$ cat src/rtl/hws_pkg.sv
package hws_pkg;

    typedef enum logic [1:0] {
        ST_RUN  = 2'd0,
        ST_HOLD = 2'd1,
        ST_WAIT = 2'd2
    } hws_state_e;

    typedef struct packed {
        logic clk_en;
        logic osc_wait;
    } hws_gate_t;

    localparam int unsigned DEF_WAIT_W  = 14;
    localparam int unsigned DEF_TMR_W   = 12;
    localparam int unsigned DEF_SYNC_N  = 2;
    localparam logic [11:0] DEF_PRESET  = 12'hFFC;

    function automatic hws_gate_t gate_of(input hws_state_e st);
        hws_gate_t g;
        g.clk_en   = (st == ST_RUN);
        g.osc_wait = (st == ST_WAIT);
        return g;
    endfunction

endpackage

$ cat src/rtl/hws_sync.sv
module hws_sync #(
    parameter int unsigned STAGES = 2
) (
    input  logic clk,
    input  logic d_in,
    output logic q_out
);
    logic [STAGES-1:0] chain;

    generate
        for (genvar i = 0; i < STAGES; i++) begin : g_stage
            if (i == 0) begin : g_first
                always_ff @(posedge clk) chain[0] <= d_in;
            end else begin : g_next
                always_ff @(posedge clk) chain[i] <= chain[i-1];
            end
        end
    endgenerate

    assign q_out = chain[STAGES-1];
endmodule

$ cat src/rtl/hws_wait_cnt.sv
module hws_wait_cnt #(
    parameter int unsigned WAIT_W = 14
) (
    input  logic              clk,
    input  logic              clr,
    input  logic              run,
    output logic [WAIT_W-1:0] cnt,
    output logic              done
);
    localparam logic [WAIT_W-1:0] CNT_MAX = '1;

    always_ff @(posedge clk) begin
        if (clr)
            cnt <= '0;
        else if (run)
            cnt <= cnt + 1'b1;
    end

    assign done = run && !clr && (cnt == CNT_MAX);
endmodule

$ cat src/rtl/hws_fsm.sv
module hws_fsm
    import hws_pkg::*;
(
    input  logic       clk,
    input  logic       rst_valid,
    input  logic       hold_hi,
    input  logic       hold_req,
    input  logic       wait_done,
    output hws_state_e state,
    output logic       core_rst,
    output logic       tmr_load,
    output logic       cnt_clr
);
    logic wake;

    assign wake    = (state == ST_HOLD) && hold_hi;
    assign cnt_clr = rst_valid || wake;

    always_ff @(posedge clk) begin
        if (rst_valid) begin
            state    <= ST_WAIT;
            core_rst <= 1'b1;
            tmr_load <= 1'b1;
        end else begin
            tmr_load <= 1'b0;
            unique case (state)
                ST_RUN: begin
                    if (hold_req && !hold_hi)
                        state <= ST_HOLD;
                end
                ST_HOLD: begin
                    if (hold_hi) begin
                        state    <= ST_WAIT;
                        tmr_load <= 1'b1;
                    end
                end
                ST_WAIT: begin
                    if (wait_done) begin
                        state    <= ST_RUN;
                        core_rst <= 1'b0;
                    end
                end
                default: state <= ST_WAIT;
            endcase
        end
    end
endmodule

$ cat src/rtl/hold_wake_seq.sv
module hold_wake_seq
    import hws_pkg::*;
#(
    parameter int unsigned WAIT_W = DEF_WAIT_W,
    parameter int unsigned TMR_W  = DEF_TMR_W,
    parameter int unsigned SYNC_N = DEF_SYNC_N,
    parameter logic [TMR_W-1:0] PRESET = TMR_W'(DEF_PRESET)
) (
    input  logic             clk,
    input  logic             rst_pin_n,
    input  logic             hold_pin_n,
    input  logic             hold_req,
    output logic             core_clk_en,
    output logic             core_rst,
    output logic             osc_wait,
    output logic             tmr_load,
    output logic [TMR_W-1:0] tmr_val,
    output logic [1:0]       seq_state
);
    logic              rst_s;
    logic              hold_s;
    logic              rst_valid;
    logic              cnt_clr;
    logic              wait_done;
    logic [WAIT_W-1:0] wait_cnt;
    hws_state_e        state;
    hws_gate_t         gate;

    hws_sync #(.STAGES(SYNC_N)) u_sync_rst (
        .clk(clk), .d_in(rst_pin_n), .q_out(rst_s)
    );
    hws_sync #(.STAGES(SYNC_N)) u_sync_hold (
        .clk(clk), .d_in(hold_pin_n), .q_out(hold_s)
    );

    // reset acts only while the hold pin is high
    assign rst_valid = !rst_s && hold_s;

    hws_fsm u_fsm (
        .clk       (clk),
        .rst_valid (rst_valid),
        .hold_hi   (hold_s),
        .hold_req  (hold_req),
        .wait_done (wait_done),
        .state     (state),
        .core_rst  (core_rst),
        .tmr_load  (tmr_load),
        .cnt_clr   (cnt_clr)
    );

    hws_wait_cnt #(.WAIT_W(WAIT_W)) u_cnt (
        .clk  (clk),
        .clr  (cnt_clr),
        .run  (state == ST_WAIT),
        .cnt  (wait_cnt),
        .done (wait_done)
    );

    assign gate        = gate_of(state);
    assign core_clk_en = gate.clk_en;
    assign osc_wait    = gate.osc_wait;
    assign tmr_val     = PRESET;
    assign seq_state   = state;
endmodule

$ cat config.mk
export PLATFORM = sky130hd
export DESIGN_NAME = hold_wake_seq
export DESIGN_NICKNAME = d
export VERILOG_FILES = /design/src/rtl/hws_pkg.sv /design/src/rtl/hws_sync.sv /design/src/rtl/hws_wait_cnt.sv /design/src/rtl/hws_fsm.sv /design/src/rtl/hold_wake_seq.sv
export SDC_FILE = /design/constraint.sdc
export NUM_CORES = 1
export LEC_CHECK = 0
export BUFFER_PORTS_ARGS = -buffer_cell sky130_fd_sc_hd__buf_2
export CAP_MARGIN = 15
export CORE_UTILIZATION = 35
export DETAILED_ROUTE_END_ITERATION = 10
export PLACE_DENSITY = 0.52
export SLEW_MARGIN = 40
export SYNTH_ARGS = -nofsm -noshare
export SYNTH_HDL_FRONTEND = slang
export SYNTH_HIERARCHICAL = 1
export SYNTH_SLANG_ARGS = --single-unit
$ cat constraint.sdc
create_clock -name clk -period 3.7 [get_ports clk]
set_clock_uncertainty 0.15 [all_clocks]
set_input_delay 0.37 -clock clk [delete_from_list [all_inputs] [get_ports clk]]
set_output_delay 0.37 -clock clk [all_outputs]
set_load 0.01 [all_outputs]
==> metrics.yaml <==
run_status:
  outcome: "completed"
synthesis:
  ys.flop_type: "dfxtp_1"
  ys_seq_elements: 22
  synth-simple-area-share: 0.262
  ys_warn_count: 6
  async_flop_share: 0
  synth_top_family_by_area: "simple AND/OR/NAND/NOR gates"
  synthDistinctLibCells: 27
  avgSynthCellArea_sq_um: 9.29
  synth_xor_area_frac: 0.0349
  synthAdderAreaFrac: 0.0125
  synthMuxAreaShare: 0.0324
  netlist_instances: 108
  syn_area_sq_mm: 0.00100
  ys_seq_area_frac: 0.439
  synth-edff-count: 0
  synth_compound_area_frac: 0.107
pwr:
  pwr-share-comb: 0.111
  vdd_drop_max_mv: 0.189
  switching_power_w: 0.000123
  switching_share: 0.268
  cellInternalPower_w: 0.000338
  power.leakage_nw: 0.457
  power_frac_clock: 0.282
  p_per_area_mw_per_mm2: 426
  seqPwrFrac: 0.607
clocking:
  cts_setup_buffers: 0
  clkLatencyLatePin_ns: 0.30
  clk_pin_slew_ns: 0.12
  h-tree-depth: 1
  clock_sinks: 22
  cts_root_buffer: "clkbuf_4"
  cts_tree: "yes"
  clk_path_buf_depth: 2
  cts_buffers: 3
floorplan:
  row_count: 19
  die_w_um: 55.5
  coreArea_sq_mm: 0.00273
  initial_core_util: 0.367
  io_pins: 22
  die_y_um: 55.5
  dieArea_sq_mm: 0.00309
final_layout:
  fin_nets: 125
  final_core_util: 0.396
  diodes: 0
  fillerInstances: 288
  drive_gt1_frac: 0.176
  area_growth_pct: 7.98
timing:
  hold_violations: 0
  min_period_ns: 1.94
  drv_slew: 0
  setup_viol_count_final: 0
  rsz0062_at_grt: "no"
  fmaxAchievable_ghz: 0.516
  tns_ns: 0
  fin_crit_sh: 0.524
global_route:
  grt-ovfl-total: 0
  grt_pass1_vias: 666
  grt_pass1_wl_um: 2920
  track_usage: 0.120
  antenna_found_initial: 0
  grt_max_degree: 18
worst_setup_path:
  cp.arrival_ns: 2.00
  worstPathMaxFanout: 10
  path_delay_family: "simple AND/OR/NAND/NOR gates"
  critPathKind: "flop to flop"
  cp-start-kind: "flop"
  slowest_delay_ns: 0.47
  cp_slowest_cell: "dfxtp_1"
  path_cells: "nor2b_4 > nand4_2 > nor4_1 > mux2_2"
  cp-end-kind: "flop"
  critical_path_required_ns: 3.76
  path_buf_inv: 0
route:
  routed_wl_um: 1690
  wl_per_cell_um: 11.2
  drtIter0Drc: 26
  vias_per_cell: 5.04
  vias: 756
  drtAntennaViolNets: 0
  drc: 0
  dr.pass1.iters: 4
place:
  hpwl_um: 1180
  place_congestion: 0.767
  port_buffers: 9
min_path:
  worst_hold_path_type: "primary input to flop"
run:
  maxCapViolCount: 0
-- stage by stage --
step | power [W] | hold WS [ns] | instance area, sq um | worst slack [ns] | cells
4_1_cts | 0.000473 | 0.163 | 1080 | 1.75 | 150
6_report | 0.000461 | 0.189 | 1080 | 1.76 | 150
3_5_place_dp | 0.000335 | 0.166 | 1030 | 1.76 | 144
2_1_floorplan | 0.000330 | 0.160 | 1040 | 1.82 | 118
5_1_grt | 0.000493 | 0.177 | 1080 | 1.57 | 150
3_3_place_gp | 0.000334 | 0.161 | 1030 | 1.81 | 144
-- metal layers --
layer,global-route usage,up-vias,wire [um]
li1,-,389,-
met1,0.156,348,887
met2,0.184,15,706
met3,0.0304,4,68
met4,0.0643,0,25
met5,0,-,0
-- state kept, by name (all words and copies together), names as in the netlist --
register / cells
u_sync_rst/q_out: 1
u_cnt/cnt: 14
u_sync_rst/chain: 1
u_sync_hold/chain: 1
u_fsm/state: 2
u_sync_hold/q_out: 1
u_fsm/tmr_load: 1
u_fsm/core_rst: 1
-- power groups by stage --
stage / Combinational, W / Sequential (W) / Clock (W)
global route: 0.0000611 / 0.000283 / 0.000149
detailed placement: 0.0000502 / 0.000285 / 0
global placement: 0.0000495 / 0.000285 / 0
CTS: 0.0000521 / 0.000280 / 0.000141
floorplan: 0.0000498 / 0.000280 / 0
finish: 0.0000514 / 0.000280 / 0.000130
-- cells in the final DEF (no fill, tap or decap), types with 2 or more instances in the layout --
cell type / synthesis / final
dfxtp_1: 22 / 22
conb_1: 2 / 12
nor2_1: 10 / 10
buf_2: 0 / 9
a21oi_1: 8 / 8
nand2_1: 6 / 6
nand4_1: 4 / 4
nor4_1: 4 / 4
o31ai_1: 4 / 4
or4_1: 4 / 4
nor2b_1: 3 / 3
clkbuf_4: 0 / 3
nand4_2: 3 / 3
o21ai_0: 3 / 3
xor2_1: 3 / 3
dlygate4sd3_1: 0 / 2
nand3b_1: 2 / 2
nand3_1: 2 / 2
mux2_2: 2 / 2
or3_1: 2 / 2
o21bai_1: 2 / 2
-- synth_stat cells (3+ instances only) --
| library cell | instances | area share |
|---|---|---|
| nand2_1 | 6 | 0.022 |
| nor2b_1 | 3 | 0.019 |
| nand4_2 | 3 | 0.037 |
| xor2_1 | 3 | 0.026 |
| o31ai_1 | 4 | 0.030 |
| a21oi_1 | 8 | 0.040 |
| nor4_1 | 4 | 0.025 |
| o21ai_0 | 3 | 0.015 |
| or4_1 | 4 | 0.030 |
| nor2_1 | 10 | 0.037 |
| nand4_1 | 4 | 0.025 |
| dfxtp_1 | 22 | 0.44 |
| buf_4 | 13 | 0.097 |
-- tightest hold or removal path: stages --
cell    delay (ns)
buf_2         0.09
nor2_1        0.08
nor4_1        0.05
-- final timing paths --
kind                             from                to  slack [ns]  cells past startpoint
setup reg to reg       u_fsm/state[1]     u_cnt/cnt[11]        1.76                      4
hold reg to reg   u_sync_rst/chain[0]  u_sync_rst/q_out        0.19                      0
setup / recovery       u_fsm/state[1]     u_cnt/cnt[11]        1.76                      4
hold / removal               hold_req    u_fsm/state[0]        0.19                      3
-- layout make-up --
class	count	area, sq um	area share
clock buffer	4	36.3	0.0335
multi-input combinational	81	495	0.457
sequential	22	440	0.406
tap	31	38.8	0.0358
timing repair buffer	12	72.6	0.0670
-- cell families (layout without fill, tap and decap cells) --
group	Yosys count	count (layout)
mux	3	3
fa+ha+maj	1	1
other cells	2	12
buf+inv	15	16
simple gates	43	43
xor+xnor	4	4
flops	22	22
compound gates	18	18
-- what timing repair did --
| item | in CTS | in global routing |
|---|---|---|
| gates resized for setup | 0 | 0 |
| setup endpoints to repair | 0 | 0 |
| hold endpoints to repair | 2 | 0 |
| hold buffers | 2 | 0 |
Note: power is estimated with default switching activity, not from simulation.
